--- src/rtl/uafr_pkg.sv ---
package uafr_pkg;
  localparam int CHAR_MAX = 9;
  localparam int CHAR_MIN = 5;

  typedef enum logic [2:0] {
    RX_IDLE, RX_START, RX_DATA, RX_STOP1, RX_STOP2
  } rx_state_t;

  typedef struct packed {
    logic [CHAR_MAX-1:0] data;
    logic                is_addr;
    logic                ferr;
  } rx_char_t;
endpackage

--- src/rtl/uafr_sync.sv ---
module uafr_sync #(
  parameter int STAGES = 2
) (
  input  logic clk,
  input  logic rst_n,
  input  logic din,
  output logic dout
);
  logic [STAGES-1:0] chain;

  generate
    for (genvar i = 0; i < STAGES; i++) begin : g_stage
      if (i == 0) begin : g_first
        always_ff @(posedge clk or negedge rst_n)
          if (!rst_n) chain[0] <= 1'b1;
          else        chain[0] <= din;
      end else begin : g_next
        always_ff @(posedge clk or negedge rst_n)
          if (!rst_n) chain[i] <= 1'b1;
          else        chain[i] <= chain[i-1];
      end
    end
  endgenerate

  assign dout = chain[STAGES-1];
endmodule

--- src/rtl/uafr_sampler.sv ---
module uafr_sampler #(
  parameter int OSR = 16
) (
  input  logic clk,
  input  logic rst_n,
  input  logic tick,
  input  logic line,
  input  logic busy,
  output logic vote_stb,
  output logic vote_val
);
  localparam int CW  = $clog2(OSR);
  localparam int MID = OSR / 2;

  logic [CW-1:0] cnt;
  logic          s_a, s_b;
  logic          maj;

  assign maj = (s_a & s_b) | (s_a & line) | (s_b & line);

  always_ff @(posedge clk or negedge rst_n) begin
    if (!rst_n) begin
      cnt      <= '0;
      s_a      <= 1'b1;
      s_b      <= 1'b1;
      vote_stb <= 1'b0;
      vote_val <= 1'b1;
    end else begin
      vote_stb <= 1'b0;
      if (!busy) begin
        cnt <= (tick && !line) ? CW'(1) : '0;
      end else if (tick) begin
        cnt <= (cnt == CW'(OSR-1)) ? '0 : cnt + CW'(1);
        if (cnt == CW'(MID-1)) s_a <= line;
        if (cnt == CW'(MID))   s_b <= line;
        if (cnt == CW'(MID+1)) begin
          vote_stb <= 1'b1;
          vote_val <= maj;
        end
      end
    end
  end
endmodule

--- src/rtl/uafr_framer.sv ---
module uafr_framer
  import uafr_pkg::*;
(
  input  logic       clk,
  input  logic       rst_n,
  input  logic       tick,
  input  logic       line,
  input  logic       vote_stb,
  input  logic       vote_val,
  input  logic [3:0] cfg_char_bits,
  input  logic       cfg_two_stop,
  output logic       busy,
  output logic       char_done,
  output rx_char_t   char_q
);
  localparam int IW = $clog2(CHAR_MAX + 1);

  rx_state_t           state;
  logic [CHAR_MAX-1:0] shreg;
  logic [IW-1:0]       idx;
  logic                stop1_q;
  logic [3:0]          nbits;

  always_comb begin
    if (cfg_char_bits < 4'(CHAR_MIN))      nbits = 4'(CHAR_MIN);
    else if (cfg_char_bits > 4'(CHAR_MAX)) nbits = 4'(CHAR_MAX);
    else                                   nbits = cfg_char_bits;
  end

  function automatic rx_char_t build(input logic [CHAR_MAX-1:0] sh,
                                     input logic [3:0] n,
                                     input logic s1, input logic s2,
                                     input logic two);
    rx_char_t r;
    r.data = sh >> (4'(CHAR_MAX) - n);
    if (n == 4'(CHAR_MAX)) begin
      r.is_addr = r.data[CHAR_MAX-1];
      r.ferr    = !s1 || (two && !s2);
    end else begin
      r.is_addr = s1;
      r.ferr    = two && !s2;
    end
    return r;
  endfunction

  assign busy = (state != RX_IDLE);

  always_ff @(posedge clk or negedge rst_n) begin
    if (!rst_n) begin
      state     <= RX_IDLE;
      shreg     <= '0;
      idx       <= '0;
      stop1_q   <= 1'b1;
      char_done <= 1'b0;
      char_q    <= '0;
    end else begin
      char_done <= 1'b0;
      unique case (state)
        RX_IDLE: if (tick && !line) state <= RX_START;
        RX_START: if (vote_stb) begin
          if (vote_val) state <= RX_IDLE;
          else begin
            state <= RX_DATA;
            idx   <= '0;
            shreg <= '0;
          end
        end
        RX_DATA: if (vote_stb) begin
          shreg <= {vote_val, shreg[CHAR_MAX-1:1]};
          if (idx == IW'(nbits - 4'd1)) state <= RX_STOP1;
          else                          idx   <= idx + IW'(1);
        end
        RX_STOP1: if (vote_stb) begin
          stop1_q <= vote_val;
          if (cfg_two_stop) state <= RX_STOP2;
          else begin
            state     <= RX_IDLE;
            char_done <= 1'b1;
            char_q    <= build(shreg, nbits, vote_val, 1'b1, 1'b0);
          end
        end
        RX_STOP2: if (vote_stb) begin
          state     <= RX_IDLE;
          char_done <= 1'b1;
          char_q    <= build(shreg, nbits, stop1_q, vote_val, 1'b1);
        end
        default: state <= RX_IDLE;
      endcase
    end
  end
endmodule

--- src/rtl/uafr_holding.sv ---
module uafr_holding
  import uafr_pkg::*;
(
  input  logic                clk,
  input  logic                rst_n,
  input  logic                char_done,
  input  rx_char_t            char_in,
  input  logic                filt_en,
  input  logic                out_ready,
  output logic                out_valid,
  output logic [CHAR_MAX-1:0] out_data,
  output logic                out_is_addr,
  output logic                out_ferr,
  output logic                err_overrun
);
  logic accept, pop;

  assign accept = char_done && (!filt_en || char_in.is_addr);
  assign pop    = out_valid && out_ready;

  always_ff @(posedge clk or negedge rst_n) begin
    if (!rst_n) begin
      out_valid   <= 1'b0;
      out_data    <= '0;
      out_is_addr <= 1'b0;
      out_ferr    <= 1'b0;
      err_overrun <= 1'b0;
    end else begin
      if (accept && (!out_valid || pop)) begin
        out_valid   <= 1'b1;
        out_data    <= char_in.data;
        out_is_addr <= char_in.is_addr;
        out_ferr    <= char_in.ferr;
      end else if (pop) begin
        out_valid <= 1'b0;
      end
      if (accept && out_valid && !pop) err_overrun <= 1'b1;
      else if (pop)                    err_overrun <= 1'b0;
    end
  end
endmodule

--- src/rtl/addr_filter_uart_rx.sv ---
module addr_filter_uart_rx
  import uafr_pkg::*;
#(
  parameter int OSR         = 16,
  parameter int SYNC_STAGES = 2
) (
  input  logic                clk,
  input  logic                rst_n,
  input  logic                baud_x16_tick,
  input  logic                rxd,
  input  logic [3:0]          cfg_char_bits,
  input  logic                cfg_two_stop,
  input  logic                filt_en,
  output logic                out_valid,
  input  logic                out_ready,
  output logic [CHAR_MAX-1:0] out_data,
  output logic                out_is_addr,
  output logic                out_ferr,
  output logic                err_overrun
);
  logic     line_s, busy, vote_stb, vote_val, char_done;
  rx_char_t char_q;

  uafr_sync #(.STAGES(SYNC_STAGES)) u_sync (
    .clk(clk), .rst_n(rst_n), .din(rxd), .dout(line_s));

  uafr_sampler #(.OSR(OSR)) u_samp (
    .clk(clk), .rst_n(rst_n), .tick(baud_x16_tick), .line(line_s),
    .busy(busy), .vote_stb(vote_stb), .vote_val(vote_val));

  uafr_framer u_frm (
    .clk(clk), .rst_n(rst_n), .tick(baud_x16_tick), .line(line_s),
    .vote_stb(vote_stb), .vote_val(vote_val),
    .cfg_char_bits(cfg_char_bits), .cfg_two_stop(cfg_two_stop),
    .busy(busy), .char_done(char_done), .char_q(char_q));

  uafr_holding u_hold (
    .clk(clk), .rst_n(rst_n), .char_done(char_done), .char_in(char_q),
    .filt_en(filt_en), .out_ready(out_ready), .out_valid(out_valid),
    .out_data(out_data), .out_is_addr(out_is_addr), .out_ferr(out_ferr),
    .err_overrun(err_overrun));
endmodule

--- config.mk ---
export PLATFORM = sky130hd
export DESIGN_NAME = addr_filter_uart_rx
export DESIGN_NICKNAME = d
export VERILOG_FILES = /design/src/rtl/uafr_pkg.sv /design/src/rtl/uafr_sync.sv /design/src/rtl/uafr_sampler.sv /design/src/rtl/uafr_framer.sv /design/src/rtl/uafr_holding.sv /design/src/rtl/addr_filter_uart_rx.sv
export SDC_FILE = /design/constraint.sdc
export NUM_CORES = 1
export LEC_CHECK = 0
export BUFFER_PORTS_ARGS = -buffer_cell sky130_fd_sc_hd__buf_2
export CORE_ASPECT_RATIO = 1.4
export CORE_MARGIN = 2
export CORE_UTILIZATION = 64
export DETAILED_ROUTE_END_ITERATION = 8
export PLACE_DENSITY = 0.85
export SYNTH_ARGS = -nofsm -noshare
export SYNTH_HDL_FRONTEND = slang
export SYNTH_SLANG_ARGS = --single-unit
--- constraint.sdc ---
create_clock -name clk -period 5 [get_ports clk]
set_input_delay 1 -clock clk [delete_from_list [all_inputs] [get_ports clk]]
set_output_delay 1 -clock clk [all_outputs]
set_load 0.03 [all_outputs]
# After elaboration in Yosys (flattened, before gate mapping)
# Cells that the tools add are included.
[word_totals]
input_bits = 11
output_inout_bits = 13
reg_bits = 52
word_cells = 121
[op_classes]
n_eq_ne = 20
n_shift = 1
n_reduce_logical = 29
bitwise = 5
magnitude_cmp = 2
add_sub_neg = 4
muxes = 40
[ops]
columns = ["cell", "count"]
rows = [
  ["$mux W4", 9],
  ["$mux W11", 3],
  ["$mux W9", 3],
  ["$pmux W11 S2", 1],
  ["$mux W3", 7],
  ["$pmux W9 S2", 1],
  ["$eq A4 B4 Y1 const B", 4],
  ["$ne A2 B2 Y1 const B", 8],
  ["$pmux W3 S5", 1],
  ["$mux W1", 10],
  ["$reduce_and A3 Y1", 3],
  ["$shr A9 B4 Y9", 1],
  ["$add A4 B1 Y4 const B", 2],
  ["$pmux W4 S2", 1],
  ["$reduce_and A4 Y1", 2],
  ["$reduce_bool A2 Y1", 4],
  ["$eq A3 B2 Y1 const B", 2],
  ["$logic_and A1 B1 Y1", 6],
  ["$logic_not A1 Y1", 6],
  ["$mux W2", 3],
  ["$reduce_and A6 Y1", 1],
  ["$reduce_and A5 Y1", 1],
  ["$eq A4 B3 Y1 const B", 1],
  ["$eq A4 B4 Y1", 1],
  ["other kinds (14)", 20],
]

# Longest topological paths before layout
# Gate-level depths: netlist (run 1).
[logic_depth]
depth_word = 9
mapped_depth = 9
ltp_nobuf = 9

# Cells and area by module
# A second synthesis (run 1) with hierarchy kept.
[hier_totals]
cells_unflattened = 260
hier_area_um2 = 2745.1
[by_module_without_submodules]
columns = ["module", "n_inst", "area_per_inst_um2", "seq_area_each_um2", "cells_per_inst"]
rows = [
  ["uafr_framer", 1, 1722.9, 726.9, 187],
  ["uafr_holding", 1, 541.8, 325.3, 32],
  ["uafr_sampler", 1, 427.9, 203.9, 39],
  ["uafr_sync", 1, 52.6, 52.6, 2],
]

# Worst setup path after synthesis (run 1)
# No wires, ideal clock.
[synth_timing]
path_kind = "in2reg"
start = "input cfg_char_bits[3]"
end = "register u_frm.idx[1]"
required_ns = 4.875
cell_stages = 9
path_buffers = 2
arrival_time_ns = 2.838
setup_slack_ns = 2.037
setup_time_ns = 0.125
path_cell_list = "buf_2 > nand3b_1 > buf_2 > ha_1 > xor2_1 > xnor2_1 > nor4b_4 > a21bo_4 > mux2_4"
[synth_via]
elab_chain_len = 7
word_cells_on_any_way = 8
classes_between = "1 x add/sub; 2 x order compare; 2 x eq/ne; 2 x mux; 1 x reduce/logical"
[synth_rtl]
columns = ["item", "line_no", "rtl"]
rows = [
  ["start: declaration", "addr_filter_uart_rx.sv:11", "input logic [3:0] cfg_char_bits,"],
  ["$gt A4 B4 Y1", "uafr_framer.sv:26", "else if (cfg_char_bits > 4'(CHAR_MAX)) nbits = 4'(CHAR_MAX);"],
  ["$mux W4", "uafr_framer.sv:26", ""],
  ["$mux W4 (*)", "uafr_framer.sv:25", "if (cfg_char_bits < 4'(CHAR_MIN)) nbits = 4'(CHAR_MIN);"],
  ["$sub A4 B1 Y4 (*)", "uafr_framer.sv:70", "if (idx == IW'(nbits - 4'd1)) state <= RX_STOP1;"],
  ["$eq A4 B4 Y1 (*)", "uafr_framer.sv:70", ""],
  ["$ne A2 B2 Y1 (no source line) (*)", "n/a", ""],
  ["$reduce_and A5 Y1 (no source line) (*)", "n/a", ""],
  ["end signal: assignment", "uafr_framer.sv:71", "else idx <= idx + IW'(1);"],
  ["end: declaration", "uafr_framer.sv:20", "logic [IW-1:0] idx;"],
]
# Mark *: on every way between the ends. The rest lies on a longest branch, timed or not.
# A chain may end at the register's enable or synchronous reset.

# Final worst setup path (run 1)
[layout_timing]
start = "input cfg_char_bits[0]"
end = "register u_frm.idx[1]"
# The elaborated chain is that of the path after synthesis.

==> results of run 1 <==
## kinds of logic (layout without fill, tap and decap cells)
family | Yosys count | after routing | share of synthesized area
buffers and inverters | 26 | 42 | 0.0395
adder cells (fa/ha/maj) | 7 | 7 | 0.0302
flip-flops | 52 | 52 | 0.464
AND/OR/NAND/NOR | 74 | 74 | 0.162
XOR/XNOR | 6 | 6 | 0.0186
multiplexers | 27 | 27 | 0.105
AO/OA/AOI/OAI | 69 | 69 | 0.180
## worst max-delay path, cell delays in order
cell and delay, ns:
buf_2 0.29, and4bb_1 0.26, nor2_2 0.20, inv_1 0.08, ha_1 0.20, xor2_1 0.16, xnor2_1 0.17, nor4b_4 0.40
a21bo_4 0.22, mux2_4 0.30
## through the flow
step | setup WS, ns | utilization | hold slack, ns | total power (W)
global route | 1.80 | 0.716 | 0.373 | 0.00106
finish | 1.92 | 0.716 | 0.368 | 0.000992
floorplan | 2.04 | - | 0.345 | 0.000700
CTS | 1.94 | 0.716 | 0.367 | 0.000997
detailed placement | 1.63 | 0.694 | 0.347 | 0.000749
global placement | 1.69 | 0.694 | 0.351 | 0.000743
## final cells by class
| class | instances | share of cell area |
|---|---|---|
| clock inverter | 3 | 0.00824 |
| sequential | 52 | 0.431 |
| inverter | 10 | 0.0124 |
| tap | 60 | 0.0247 |
| timing repair buffer | 24 | 0.0404 |
| clock buffer | 5 | 0.0227 |
| multi-input combinational | 183 | 0.461 |
## synth_stat cells, drive strengths merged, types with 2 or more instances
cell	n	area share
dfrtp	46	0.41
nand2	21	0.028
mux2	18	0.073
nor2	14	0.020
buf	12	0.021
o21ai	12	0.021
a21oi	11	0.020
a22o	11	0.034
inv	10	0.013
mux2i	9	0.032
nor3	7	0.014
dfstp	6	0.056
ha	6	0.027
nor2b	5	0.011
clkbuf	4	0.0053
nor4b	4	0.028
o211ai	4	0.011
xnor2	4	0.012
a211oi	3	0.0080
a21boi	3	0.0080
a221oi	3	0.012
nand2b	3	0.0067
nand3	3	0.0053
nand4	3	0.0067
nor3b	3	0.0080
o22ai	3	0.0067
o31ai	3	0.0080
a211o	2	0.0062
a31oi	2	0.0044
nand4b	2	0.0062
o21a	2	0.0053
o311ai	2	0.0089
or3b	2	0.0062
xor2	2	0.0062
## metal layers
layer  global-route usage  vias up  routed length [um]
met1                0.305      990                2320
li1                     -      992                   -
met3               0.0467       15                 131
met5                    0        -                   0
met4                0.120        0                 153
met2                0.403       36                2760
## sequential cells by signal, indices dropped and copies added (netlist names), 3 cells and up
register         flops
u_frm.char_q        11
u_frm.shreg          9
u_hold.out_data      9
u_frm.idx            4
u_samp.cnt           4
u_frm.state          3
## power by group through the flow
| stage | logic, W | registers, W | clock network, W |
|---|---|---|---|
| global placement | 0.000202 | 0.000541 | 0 |
| detailed placement | 0.000205 | 0.000544 | 0 |
| floorplan | 0.000184 | 0.000516 | 0 |
| finish | 0.000206 | 0.000537 | 0.000249 |
| global route | 0.000234 | 0.000548 | 0.000274 |
| CTS | 0.000208 | 0.000535 | 0.000254 |
## final timing paths
kind	from	to	cells after the start
worst max-delay path	cfg_char_bits[0]	u_frm.idx[1]$_DFFE_PN0P_	10
worst min-delay path	u_sync.chain[0]$_DFF_PN1_	u_sync.dout$_DFF_PN1_	0
worst max register to register	u_frm.state[0]$_DFFE_PN0P_	u_frm.idx[3]$_DFFE_PN0P_	5
worst min register to register	u_sync.chain[0]$_DFF_PN1_	u_sync.dout$_DFF_PN1_	0
max in group asynchronous	rst_n	u_frm.shreg[7]$_DFFE_PN0P_	1
min in group asynchronous	rst_n	u_frm.char_q[2]$_DFFE_PN0P_	1
==> flow_metrics.env, run 1 <==
export IMPL_outcome="finished clean"
export IMPL_clock_sinks=52
export IMPL_fmax_mhz=325
export IMPL_die_width_um=60.1
export IMPL_p_leak_nw=1.42
export IMPL_place_inst=329
export IMPL_period_minus_slack_ns=3.08
export IMPL_ant_nets=0
export IMPL_regArea_mm2=0.00131
export IMPL_synth_edf_count=0
export IMPL_p_clk_frac=0.251
export IMPL_dieArea_mm2=0.00496
export IMPL_cts_resized=0
export IMPL_htreeDepth=2
export IMPL_path_max_fanout=16
export IMPL_wl_um=5370
export IMPL_p_switching_w=0.000324
export IMPL_worstMarginPinSlew_ns=1.08
export IMPL_grt_use_total=0.245
export IMPL_yosys_register_bits=52
export IMPL_setup_viol=0
export IMPL_area_growth_pct=7.72
export IMPL_cap_violations=0
export IMPL_wire_per_inst_um=15.9
export IMPL_io_buffers=23
export IMPL_hold_buffers=0
export IMPL_grt_max_degree=53
export IMPL_pwr_share_seq=0.542
export IMPL_place_congestion=0.901
export IMPL_fillCellCount=321
export IMPL_hp_class="flip-flop to flip-flop"
export IMPL_fin_setup_tns_ns=0
export IMPL_antenna_found_initial=0
export IMPL_critPathArrivalTime_ns=3.29
export IMPL_row_count=28
export IMPL_path_class="primary input to flip-flop"
export IMPL_powerDensity_mw_per_mm2=327
export IMPL_critical_path_required_ns=5.20
export IMPL_fin_nets=293
export IMPL_final_common_cell="dfrtp_1"
export IMPL_grt_pass1_wl_um=9050
export IMPL_final_cells=337
export IMPL_die_h_um=82.5
export IMPL_max_slew_margin_rel=0.277
export IMPL_drtIter0Drc=99
export IMPL_synthCells=261
export IMPL_vias_per_cell=6.03
export IMPL_ios=24
export IMPL_n_antenna_cell=0
export IMPL_syn_num_nets=278
export IMPL_synth_yosys_seq_area_share=0.464
export IMPL_core_mm2=0.00424
export IMPL_worstSetupEndpointType="flip-flop"
export IMPL_multi_input_area_mm2=0.00140
export IMPL_syn_area_mm2=0.00282
export IMPL_place_area_mm2=0.00294
export IMPL_fin_crit_sh=0.616
export IMPL_syn_area_per_cell_um2=10.8
export IMPL_ctsLongestPathBuffers=2
export IMPL_dp_final_hpwl_um=3840
export IMPL_initial_utilization=0.665
export IMPL_drcViolationCount=0
export IMPL_ys_async_sr_fraction=1.00
export IMPL_internal_power_w=0.000668
export IMPL_fin_area_mm2=0.00304
export IMPL_cts_tree="built"
export IMPL_clk_pin_slew_ns=0.10
export IMPL_yosys_warnings=0
export IMPL_numCtsBuffers=5
export IMPL_p_comb_frac=0.208
export IMPL_grt_ovfl_total=0
export IMPL_grt_pass1_vias=1943
export IMPL_synth_cell_types=59
export IMPL_mostFrequentLayoutCells="dfrtp_1, buf_2, nand2_1, mux2_2, nor2_1"
export IMPL_clk_insertion_delay_late_ns=0.31
export IMPL_drt_pass1_iterations=4
export IMPL_cts_setup_buffers=0
export IMPL_rsz0062_at_grt="no"
export IMPL_p_sw_frac=0.327
export IMPL_synth_flop_cell="dfrtp_1"
export IMPL_r2r_slack_ns=2.99
export IMPL_start_kind="primary input"
export IMPL_root_buffer="clkbuf_8"
export IMPL_via_count=2033
export IMPL_hold_viol=0
export IMPL_clock_skew_ns=0.00855
export IMPL_slew_viol_final=0
export IMPL_drive_above_1_share=0.227
export IMPL_vdd_ir_drop_max_mv=0.261
Power figures use the tool's default switching activity.
==> run 2, diff against run 1 <==
CORE_UTILIZATION = 59   (was 64)
PLACE_DENSITY = 0.79   (was 0.85)
clock period = 3.13 ns   (was 5 ns; I/O delays follow)
==> run 2 against run 1 <==
Net effect:
- critical path type unchanged
- setup slack got worse by 1.4 ns
- first-iteration DRC count shrank 41%
- clock power rose by 87%
- sequential cell count is the same
- cell count increased by 2.4%
==> flow_metrics.env, run 2 (synthesis results as in run 1) <==
export IMPL_outcome="finished clean"
export IMPL_worstMarginPinSlew_ns=0.890
export IMPL_powerDensity_mw_per_mm2=536
export IMPL_slowest_stage="nor4b_4"
export IMPL_numCtsBuffers=5
export IMPL_p_leak_nw=1.46
export IMPL_dp_final_hpwl_um=3880
export IMPL_wl_um=5390
export IMPL_core_mm2=0.00457
export IMPL_grt_pass1_vias=1930
export IMPL_drtIter0Drc=58
export IMPL_via_count=2044
export IMPL_die_width_um=62.4
export IMPL_max_stage_delay_ns=0.42
export IMPL_clk_insertion_delay_late_ns=0.31
export IMPL_path_class="primary input to flip-flop"
export IMPL_cp_startpoint="cfg_char_bits[1]"
export IMPL_fmax_mhz=389
export IMPL_grt_max_degree=53
export IMPL_fin_setup_tns_ns=0
export IMPL_setup_viol=0
export IMPL_place_congestion=0.877
export IMPL_worstReg2RegStart="u_frm.state[2]$_DFFE_PN0P_"
export IMPL_hold_buffers=0
export IMPL_largest_register="u_frm.char_q"
export IMPL_clk_pin_slew_ns=0.09
export IMPL_reg_top3="u_frm.char_q: 11 flops, u_frm.shreg: 9 flops, u_hold.out_data: 9 flops"
export IMPL_row_count=29
export IMPL_fin_area_mm2=0.00311
export IMPL_ant_nets=0
export IMPL_regArea_mm2=0.00131
export IMPL_final_common_cell="dfrtp_1"
export IMPL_path_max_fanout=12
export IMPL_hold_viol=0
export IMPL_drt_pass1_iterations=4
export IMPL_hp_class="flip-flop to flip-flop"
export IMPL_drcViolationCount=0
export IMPL_initial_utilization=0.617
export IMPL_area_growth_pct=10.2
export IMPL_grt_use_total=0.211
export IMPL_place_area_mm2=0.00299
export IMPL_total_power_w=0.00167
export IMPL_fin_crit_sh=0.821
export IMPL_cp_depth=10
export IMPL_die_h_um=85.8
export IMPL_cts_resized=0
export IMPL_hold_slack_ns=0.361
export IMPL_io_buffers=23
export IMPL_period_minus_slack_ns=2.57
export IMPL_critPathArrivalTime_ns=2.76
export IMPL_cap_violations=0
export IMPL_max_slew_margin_rel=0.403
export IMPL_htreeDepth=2
export IMPL_worstSetupEndpointType="flip-flop"
export IMPL_wire_per_inst_um=15.6
export IMPL_grt_ovfl_total=0
export IMPL_mostFrequentLayoutCells="dfrtp_1, buf_2, nand2_1, mux2_2, nor2_1"
export IMPL_vias_per_cell=5.92
export IMPL_rsz0062_at_grt="no"
export IMPL_cts_tree="built"
export IMPL_grt_pass1_wl_um=9030
export IMPL_path_delay_family="simple AND/OR/NAND/NOR gates"
export IMPL_r2r_cells=5
export IMPL_endpoint="u_frm.idx[1]$_DFFE_PN0P_"
export IMPL_ios=24
export IMPL_fin_nets=299
export IMPL_critical_path_required_ns=3.32
export IMPL_clock_sinks=52
export IMPL_r2r_slack_ns=0.96
export IMPL_multi_input_area_mm2=0.00140
export IMPL_root_buffer="clkbuf_8"
export IMPL_slew_viol_final=0
export IMPL_drive_above_1_share=0.244
export IMPL_dieArea_mm2=0.00535
export IMPL_vdd_ir_drop_max_mv=0.370
export IMPL_largest_reg_flops=11
export IMPL_clock_skew_ns=0.0109
export IMPL_cp_num_buf_inv=2
export IMPL_n_antenna_cell=0
export IMPL_ctsLongestPathBuffers=2
export IMPL_cts_setup_buffers=0
export IMPL_antenna_found_initial=0
export IMPL_r2r_end="u_frm.char_q[4]$_DFFE_PN0P_"
export IMPL_fillCellCount=363
export IMPL_cp_cell_sequence="buf_2 > and4bb_1 > nor2_2 > inv_1 > ha_1 > xor2_1 > xnor2_1 > nor4b_4 > a21bo_4 > mux2_4"
export IMPL_start_kind="primary input"
==> run 2: through the flow <==
step,instances,utilization,setup slack (ns)
global route,345,0.679,0.448
finish,345,0.679,0.559
floorplan,261,-,0.541
detailed placement,337,0.654,0.260
CTS,345,0.679,0.563
global placement,337,0.654,0.302
==> run 2: worst min path at each step <==
stage                                endpoint                       from  cells past startpoint  slack (ns)
floorplan           u_frm.char_done$_DFF_PN0_                      rst_n                      0        0.33
global placement        u_sync.dout$_DFF_PN1_  u_sync.chain[0]$_DFF_PN1_                      0        0.35
detailed placement      u_sync.dout$_DFF_PN1_  u_sync.chain[0]$_DFF_PN1_                      0        0.35
CTS                     u_sync.dout$_DFF_PN1_  u_sync.chain[0]$_DFF_PN1_                      0        0.36
global route            u_sync.dout$_DFF_PN1_  u_sync.chain[0]$_DFF_PN1_                      0        0.36
finish                  u_sync.dout$_DFF_PN1_  u_sync.chain[0]$_DFF_PN1_                      0        0.36
==> run 2: power by group <==
group	internal, W	switching, W	leakage, nW	total (W)
registers	0.000754	0.000102	0.679	0.000856
logic	0.000155	0.000188	0.723	0.000343
clock network	0.000241	0.000225	0.0548	0.000466
==> run 2: area by class of cell <==
class	instances	area share
inverters	10	0.0121
clock buffers	5	0.0222
multi-input cells	183	0.450
clock inverters	3	0.0149
flip-flops and latches	52	0.421
repair buffers	30	0.0540
well taps	62	0.0250
==> run 2: worst register-to-register path, cell delays in order, from the launching register on <==
cell	delay, ns
dfrtp_1	0.53
nor3b_1	0.23
o21ai_1	0.73
buf_4	0.31
mux2i_1	0.21
a21oi_1	0.05
==> run 2: routing by layer <==
layer	vias up	routed length, um	GRT usage
li1	1001	-	-
met1	985	2320	0.255
met2	48	2810	0.383
met3	10	171	0.0315
met4	0	87	0.0707
met5	-	0	0
